### src/rtl/symclk_pkg.sv
package symclk_pkg;
  localparam int NUM_INST = 4;
  localparam int SEL_W    = $clog2(NUM_INST);
  localparam int IDX_W    = SEL_W + 1;
  localparam int CNT_W    = $clog2(NUM_INST + 1);

  typedef struct packed {
    logic             setBe;
    logic             setFe;
    logic             setGate;
    logic             clrFe;
    logic             evalBe;
    logic [IDX_W-1:0] stream;
    logic [IDX_W-1:0] link;
  } strobe_t;
endpackage

### src/rtl/symclk_ctrl.sv
module symclk_ctrl
  import symclk_pkg::*;
(
  input  logic             clk,
  input  logic             rstN,
  input  logic             optMode,
  input  logic             cmdValid,
  input  logic             cmdEnable,
  input  logic [IDX_W-1:0] cmdStream,
  input  logic [IDX_W-1:0] cmdLink,
  output logic             cmdReady,
  output strobe_t          str
);
  logic             pending;
  logic [IDX_W-1:0] pendLink;
  logic             accept;

  assign accept   = cmdValid && !pending;
  assign cmdReady = !pending;

  always_ff @(posedge clk or negedge rstN) begin
    if (!rstN) begin
      pending  <= 1'b0;
      pendLink <= '0;
    end else begin
      pending <= accept && !cmdEnable;
      if (accept && !cmdEnable) pendLink <= cmdLink;
    end
  end

  always_comb begin
    str.setBe   = accept && cmdEnable;
    str.setFe   = accept && cmdEnable;
    str.setGate = accept && cmdEnable && optMode;
    str.clrFe   = accept && !cmdEnable;
    str.evalBe  = pending;
    str.stream  = cmdStream;
    str.link    = pending ? pendLink : cmdLink;
  end

  AST_BUSY_ONE_CYCLE: assert property (@(posedge clk) disable iff (!rstN)
    !cmdReady |=> cmdReady);
  AST_DIS_THEN_BUSY: assert property (@(posedge clk) disable iff (!rstN)
    (cmdValid && cmdReady && !cmdEnable) |=> !cmdReady);
endmodule

### src/rtl/symclk_dp.sv
module symclk_dp
  import symclk_pkg::*;
(
  input  logic                      clk,
  input  logic                      rstN,
  input  strobe_t                   str,
  output logic [NUM_INST-1:0]       beEnable,
  output logic [NUM_INST-1:0]       feEnable,
  output logic [NUM_INST*SEL_W-1:0] feSelect,
  output logic [NUM_INST-1:0]       beRootGateDis,
  output logic [NUM_INST-1:0]       feRootGateDis,
  output logic [NUM_INST*CNT_W-1:0] beUserCount
);
  logic [NUM_INST-1:0] beEn, feEn, beGate, feGate;
  logic [SEL_W-1:0]    feSel   [NUM_INST];
  logic [CNT_W-1:0]    userCnt [NUM_INST];
  logic                linkOk;

  assign linkOk = str.link < IDX_W'(NUM_INST);

  // per-back-end count of enabled front ends that select it
  for (genvar b = 0; b < NUM_INST; b++) begin : g_count
    always_comb begin
      userCnt[b] = '0;
      for (int f = 0; f < NUM_INST; f++)
        userCnt[b] = userCnt[b] + CNT_W'(feEn[f] && (feSel[f] == SEL_W'(b)));
    end
    assign beUserCount[b*CNT_W +: CNT_W] = userCnt[b];
  end

  always_ff @(posedge clk or negedge rstN) begin
    if (!rstN) begin
      beEn   <= '0;
      feEn   <= '0;
      beGate <= '0;
      feGate <= '0;
      for (int i = 0; i < NUM_INST; i++) feSel[i] <= '0;
    end else begin
      for (int i = 0; i < NUM_INST; i++) begin
        if (str.setBe && str.link == IDX_W'(i)) beEn[i] <= 1'b1;
        else if (str.evalBe && str.link == IDX_W'(i) && userCnt[i] == '0) beEn[i] <= 1'b0;
        if (str.setGate && str.link == IDX_W'(i)) beGate[i] <= 1'b1;
        if (str.setFe && linkOk && str.stream == IDX_W'(i)) begin
          feEn[i]  <= 1'b1;
          feSel[i] <= str.link[SEL_W-1:0];
          if (str.setGate) feGate[i] <= 1'b1;
        end else if (str.clrFe && str.stream == IDX_W'(i)) begin
          feEn[i]  <= 1'b0;
          feSel[i] <= '0;
        end
      end
    end
  end

  for (genvar i = 0; i < NUM_INST; i++) begin : g_out
    assign feSelect[i*SEL_W +: SEL_W] = feSel[i];

    AST_BE_FALL_ON_EVAL: assert property (@(posedge clk) disable iff (!rstN)
      $fell(beEn[i]) |-> $past(str.evalBe));
    AST_BE_FALL_NO_USER: assert property (@(posedge clk) disable iff (!rstN)
      $fell(beEn[i]) |-> userCnt[i] == '0);
    AST_FE_IDLE_SEL_ZERO: assert property (@(posedge clk) disable iff (!rstN)
      !feEn[i] |-> feSel[i] == '0);
    AST_FE_NEEDS_BE: assert property (@(posedge clk) disable iff (!rstN)
      feEn[i] |-> beEn[feSel[i]]);
    AST_BE_GATE_STICKY: assert property (@(posedge clk) disable iff (!rstN)
      beGate[i] |=> beGate[i]);
    AST_FE_GATE_STICKY: assert property (@(posedge clk) disable iff (!rstN)
      feGate[i] |=> feGate[i]);
  end

  assign beEnable      = beEn;
  assign feEnable      = feEn;
  assign beRootGateDis = beGate;
  assign feRootGateDis = feGate;
endmodule

### src/rtl/symclk_fanout.sv
module symclk_fanout
  import symclk_pkg::*;
(
  input  logic                      clk,
  input  logic                      rstN,
  input  logic                      optMode,
  input  logic                      cmdValid,
  input  logic                      cmdEnable,
  input  logic [IDX_W-1:0]          cmdStream,
  input  logic [IDX_W-1:0]          cmdLink,
  output logic                      cmdReady,
  output logic [NUM_INST-1:0]       beEnable,
  output logic [NUM_INST-1:0]       feEnable,
  output logic [NUM_INST*SEL_W-1:0] feSelect,
  output logic [NUM_INST-1:0]       beRootGateDis,
  output logic [NUM_INST-1:0]       feRootGateDis,
  output logic [NUM_INST*CNT_W-1:0] beUserCount
);
  strobe_t str;

  symclk_ctrl i_ctrl (
    .clk(clk), .rstN(rstN), .optMode(optMode), .cmdValid(cmdValid),
    .cmdEnable(cmdEnable), .cmdStream(cmdStream), .cmdLink(cmdLink),
    .cmdReady(cmdReady), .str(str)
  );

  symclk_dp i_dp (
    .clk(clk), .rstN(rstN), .str(str), .beEnable(beEnable),
    .feEnable(feEnable), .feSelect(feSelect), .beRootGateDis(beRootGateDis),
    .feRootGateDis(feRootGateDis), .beUserCount(beUserCount)
  );
endmodule

### config.mk
export PLATFORM = sky130hd
export DESIGN_NAME = symclk_fanout
export DESIGN_NICKNAME = d
export VERILOG_FILES = /design/src/rtl/symclk_pkg.sv /design/src/rtl/symclk_ctrl.sv /design/src/rtl/symclk_dp.sv /design/src/rtl/symclk_fanout.sv
export SDC_FILE = /design/constraint.sdc
export NUM_CORES = 1
export LEC_CHECK = 0
export BUFFER_PORTS_ARGS = -buffer_cell sky130_fd_sc_hd__clkbuf_2
export CELL_PAD_IN_SITES_DETAIL_PLACEMENT = 1
export CELL_PAD_IN_SITES_GLOBAL_PLACEMENT = 2
export CORE_MARGIN = 5
export CORE_UTILIZATION = 34
export DETAILED_ROUTE_END_ITERATION = 8
export PLACE_DENSITY_LB_ADDON = 0.08
export SETUP_SLACK_MARGIN = 0.1
export SLEW_MARGIN = 0
export SYNTH_ARGS = -nofsm -noshare
export SYNTH_HDL_FRONTEND = slang
export SYNTH_SLANG_ARGS = --single-unit
### constraint.sdc
create_clock -name clk -period 5.15 [get_ports clk]
set_clock_uncertainty 0.15 [all_clocks]
set_input_delay 0.515 -clock clk [delete_from_list [all_inputs] [get_ports clk]]
set_output_delay 0.515 -clock clk [all_outputs]
set_load 0.02 [all_outputs]
==> flow_summary.yaml <==
worst_setup_path:
  timing.rr.start: "i_dp.feEnable[0]$_DFFE_PN0P_"
  required_ps: 4490
  r2r_cells: 7
  rr_endpoint: "i_dp.beEnable[1]$_DFFE_PN0P_"
  crit_path_start_kind: "flop"
  cp_num_buf_inv: 3
  cp_slowest_cell: "dfrtp_1"
  worstPathCellList: "and3_1 -> ha_1 -> inv_1 -> fa_1 -> inv_1 -> ha_1 -> clkbuf_2"
  cp_data_arrival_time_ps: 2110
  crit_family: "adder cells"
  path_max_fanout: 6
  crit_type: "reg -> out"
  worst_path_largest_cell_delay_ps: 450
  rrSetupSlack_ps: 2660
  endpoint_kind: "output port"
power_and_ir_drop:
  pwr_density_cell_nw_per_um2: 375
  ir_worst_vdd_mv: 0.129
  cellLeakagePower_nw: 0.951
logic_synthesis:
  syn_nets: 171
  syn_area_sq_um: 1640
  synth_compound_area_frac: 0.151
  synth-xor-area-share: 0
  ys_seq_area_frac: 0.427
  ys_warn_count: 0
  synth_mux_area_frac: 0.0206
  synthAdderAreaFrac: 0.110
  synth_top_family_by_area: "simple AND/OR/NAND/NOR gates"
  yosys_register_bits: 28
  yosys.cell_types.count: 37
  syn_inst: 148
  synth-simple-area-share: 0.241
  syn_area_per_cell_sq_um: 11.1
global_route:
  grt_max_degree: 29
  grt_pass1_vias: 1467
  antenna_found_initial: 0
  grt.overflow.total: 0
  grt_pass1_wl_um: 7820
  grtUsageTotal: 0.159
sta:
  hold_violations: 0
  fin_tns_setup_ps: 0
  tightestPinTransition_ps: 712
  fmax_mhz: 361
  drv_slew: 0
  max_slew_margin: 0.525
  min_period_ps: 2770
  period_share: 0.538
  finalSetupViolations: 0
  rsz0062_at_grt: "no"
  setup_ws_ps: 2380
route:
  routed_wl_um: 4710
  vias: 1405
  ant_nets: 0
  drc: 0
  dr.pass1.iters: 6
  drt-initial-drc-count: 48
  post_drt_wl_per_cell_um: 19.0
  routed_via_density: 5.67
finish:
  fill_cells: 544
  multiInputGateArea_sq_um: 857
  layout-drive-gt1-share: 0.340
  antennaDiodeCount: 0
  fin_nets: 218
  syn2layout_area_growth_pct: 19.1
  register_area_sq_um: 701
clock_tree:
  cts_setup_buffers: 0
  htree_levels: 1
  clk-insertion-delay-late_ps: 270
  cts_root_buffer: "clkbuf_8"
  cts_buffer_depth: 2
  cts_resized: 0
  numCtsBuffers: 3
  clkSlewWorstSetupHoldPaths_ps: 90
  cts_tree: "yes"
  holdBufCountCts: 0
  cts.sinks: 28
die:
  initial_core_util: 0.350
  die_h_um: 79.5
  rows: 25
  die-area_sq_um: 6310
  core_sq_um: 4690
  die_w_um: 79.5
  io_pins: 48
placed_design:
  numPortBuffers: 47
  gp_congestion: 0.804
  hpwlAfterDp_um: 3820
  pre_cts_slack_ps: 2660
min_path:
  hold_class: "in -> async"
run:
  max_cap_violations: 0
status:
  status: "completed"
worst max-delay path by stage:
| stage | from | endpoint | slack, ps | depth (start not counted) |
|---|---|---|---|---|
| 2_1_floorplan | i_dp.feSelect[7]$_DFFE_PN0P_ | beUserCount[1] | 2750 | 4 |
| 3_3_place_gp | i_dp.feEnable[0]$_DFFE_PN0P_ | beUserCount[10] | 2680 | 7 |
| 3_5_place_dp | i_dp.feEnable[0]$_DFFE_PN0P_ | i_dp.beEnable[1]$_DFFE_PN0P_ | 2660 | 7 |
| 4_1_cts | i_dp.feEnable[0]$_DFFE_PN0P_ | beUserCount[10] | 2350 | 7 |
| 5_1_grt | i_dp.feEnable[0]$_DFFE_PN0P_ | beUserCount[10] | 2230 | 7 |
| 6_report | i_dp.feEnable[0]$_DFFE_PN0P_ | beUserCount[10] | 2380 | 7 |
area by class of cell:
class	instances	area share
multi-input cells	105	0.439
flip-flops and latches	28	0.359
repair buffers	47	0.120
well taps	54	0.0346
clock buffers	4	0.0282
inverters	10	0.0192
synthesized netlist by cell type:
cell | n | area share
nor2b_1 | 1 | 0.0038
buf_6 | 2 | 0.014
a41oi_1 | 4 | 0.021
nand3_1 | 5 | 0.015
nor4bb_1 | 2 | 0.012
inv_2 | 1 | 0.0023
nand2b_1 | 1 | 0.0038
nor3b_1 | 3 | 0.014
and4b_1 | 1 | 0.0061
nor4_2 | 1 | 0.0076
ha_1 | 8 | 0.061
buf_4 | 3 | 0.014
nor3b_2 | 2 | 0.015
o21bai_1 | 6 | 0.027
nor3_1 | 2 | 0.0061
o31ai_1 | 4 | 0.018
or3_1 | 1 | 0.0038
nor4_1 | 4 | 0.015
nor2_8 | 1 | 0.012
and4bb_1 | 2 | 0.015
a32o_1 | 4 | 0.024
a31o_2 | 2 | 0.011
dfrtp_1 | 28 | 0.43
or3b_2 | 2 | 0.011
and3b_1 | 2 | 0.011
a21oi_1 | 10 | 0.031
fa_1 | 4 | 0.049
and2_1 | 1 | 0.0038
o32a_1 | 1 | 0.0061
o21ai_1 | 4 | 0.012
nor2_1 | 8 | 0.018
and3_1 | 2 | 0.0076
mux2_2 | 3 | 0.021
inv_1 | 9 | 0.021
nor4b_2 | 3 | 0.027
nand3b_1 | 3 | 0.014
nand2_1 | 8 | 0.018
kinds of logic after synthesis:
family                   count (synthesis)
AO/OA/AOI/OAI                           35
adder cells (fa/ha/maj)                 12
buffers and inverters                   15
flip-flops                              28
multiplexers                             3
AND/OR/NAND/NOR                         55
flip-flops by register name, summed over array words and instances (netlist names):
name and flops:
i_dp.feSelect 8, i_dp.feRootGateDis 4, i_dp.beEnable 4, i_dp.feEnable 4
i_ctrl.pending 1, i_dp.beRootGateDis 4, i_ctrl.pendLink 3
through the flow:
step / cells / power, mW / utilization / cell area, sq um / hold slack [ps]
after detailed placement: 244 / 0.609 / 0.405 / 1900 / 322
after global placement: 244 / 0.600 / 0.405 / 1900 / 309
after floorplan: 148 / 0.497 / - / 1640 / 69.4
after global routing: 248 / 0.782 / 0.416 / 1950 / 181
final: 248 / 0.733 / 0.416 / 1950 / 123
after CTS: 248 / 0.746 / 0.416 / 1950 / 147
layer usage:
metal,track usage,vias up,share of wire
met1,0.215,704,0.46
met4,0.0361,0,0.0077
met5,0,-,0
met2,0.267,39,0.49
met3,0.0237,4,0.043
li1,-,658,-
cell usage in the layout (no fill, tap or decap), types with 5 or more instances in the layout:
cell type	netlist	routed
clkbuf_2	0	47
nand2_1	8	8
nor2_1	8	8
ha_1	8	8
a21oi_1	10	10
inv_1	9	9
nand3_1	5	5
o21bai_1	6	6
dfrtp_1	28	28
worst register-to-register path, stage by stage, from the launching register on:
cell	delay, ps
dfrtp_1	450
nand2_1	90
nor2_1	110
ha_1	270
fa_1	400
ha_1	300
nor4_1	470
a21oi_1	130
power by group:
| group | internal (mW) | switching, mW | leakage (nW) |
|---|---|---|---|
| Sequential | 0.265 | 0.0485 | 0.348 |
| Clock | 0.0684 | 0.0663 | 0.0288 |
| Combinational | 0.105 | 0.179 | 0.574 |
Power figures use the tool's default switching activity.
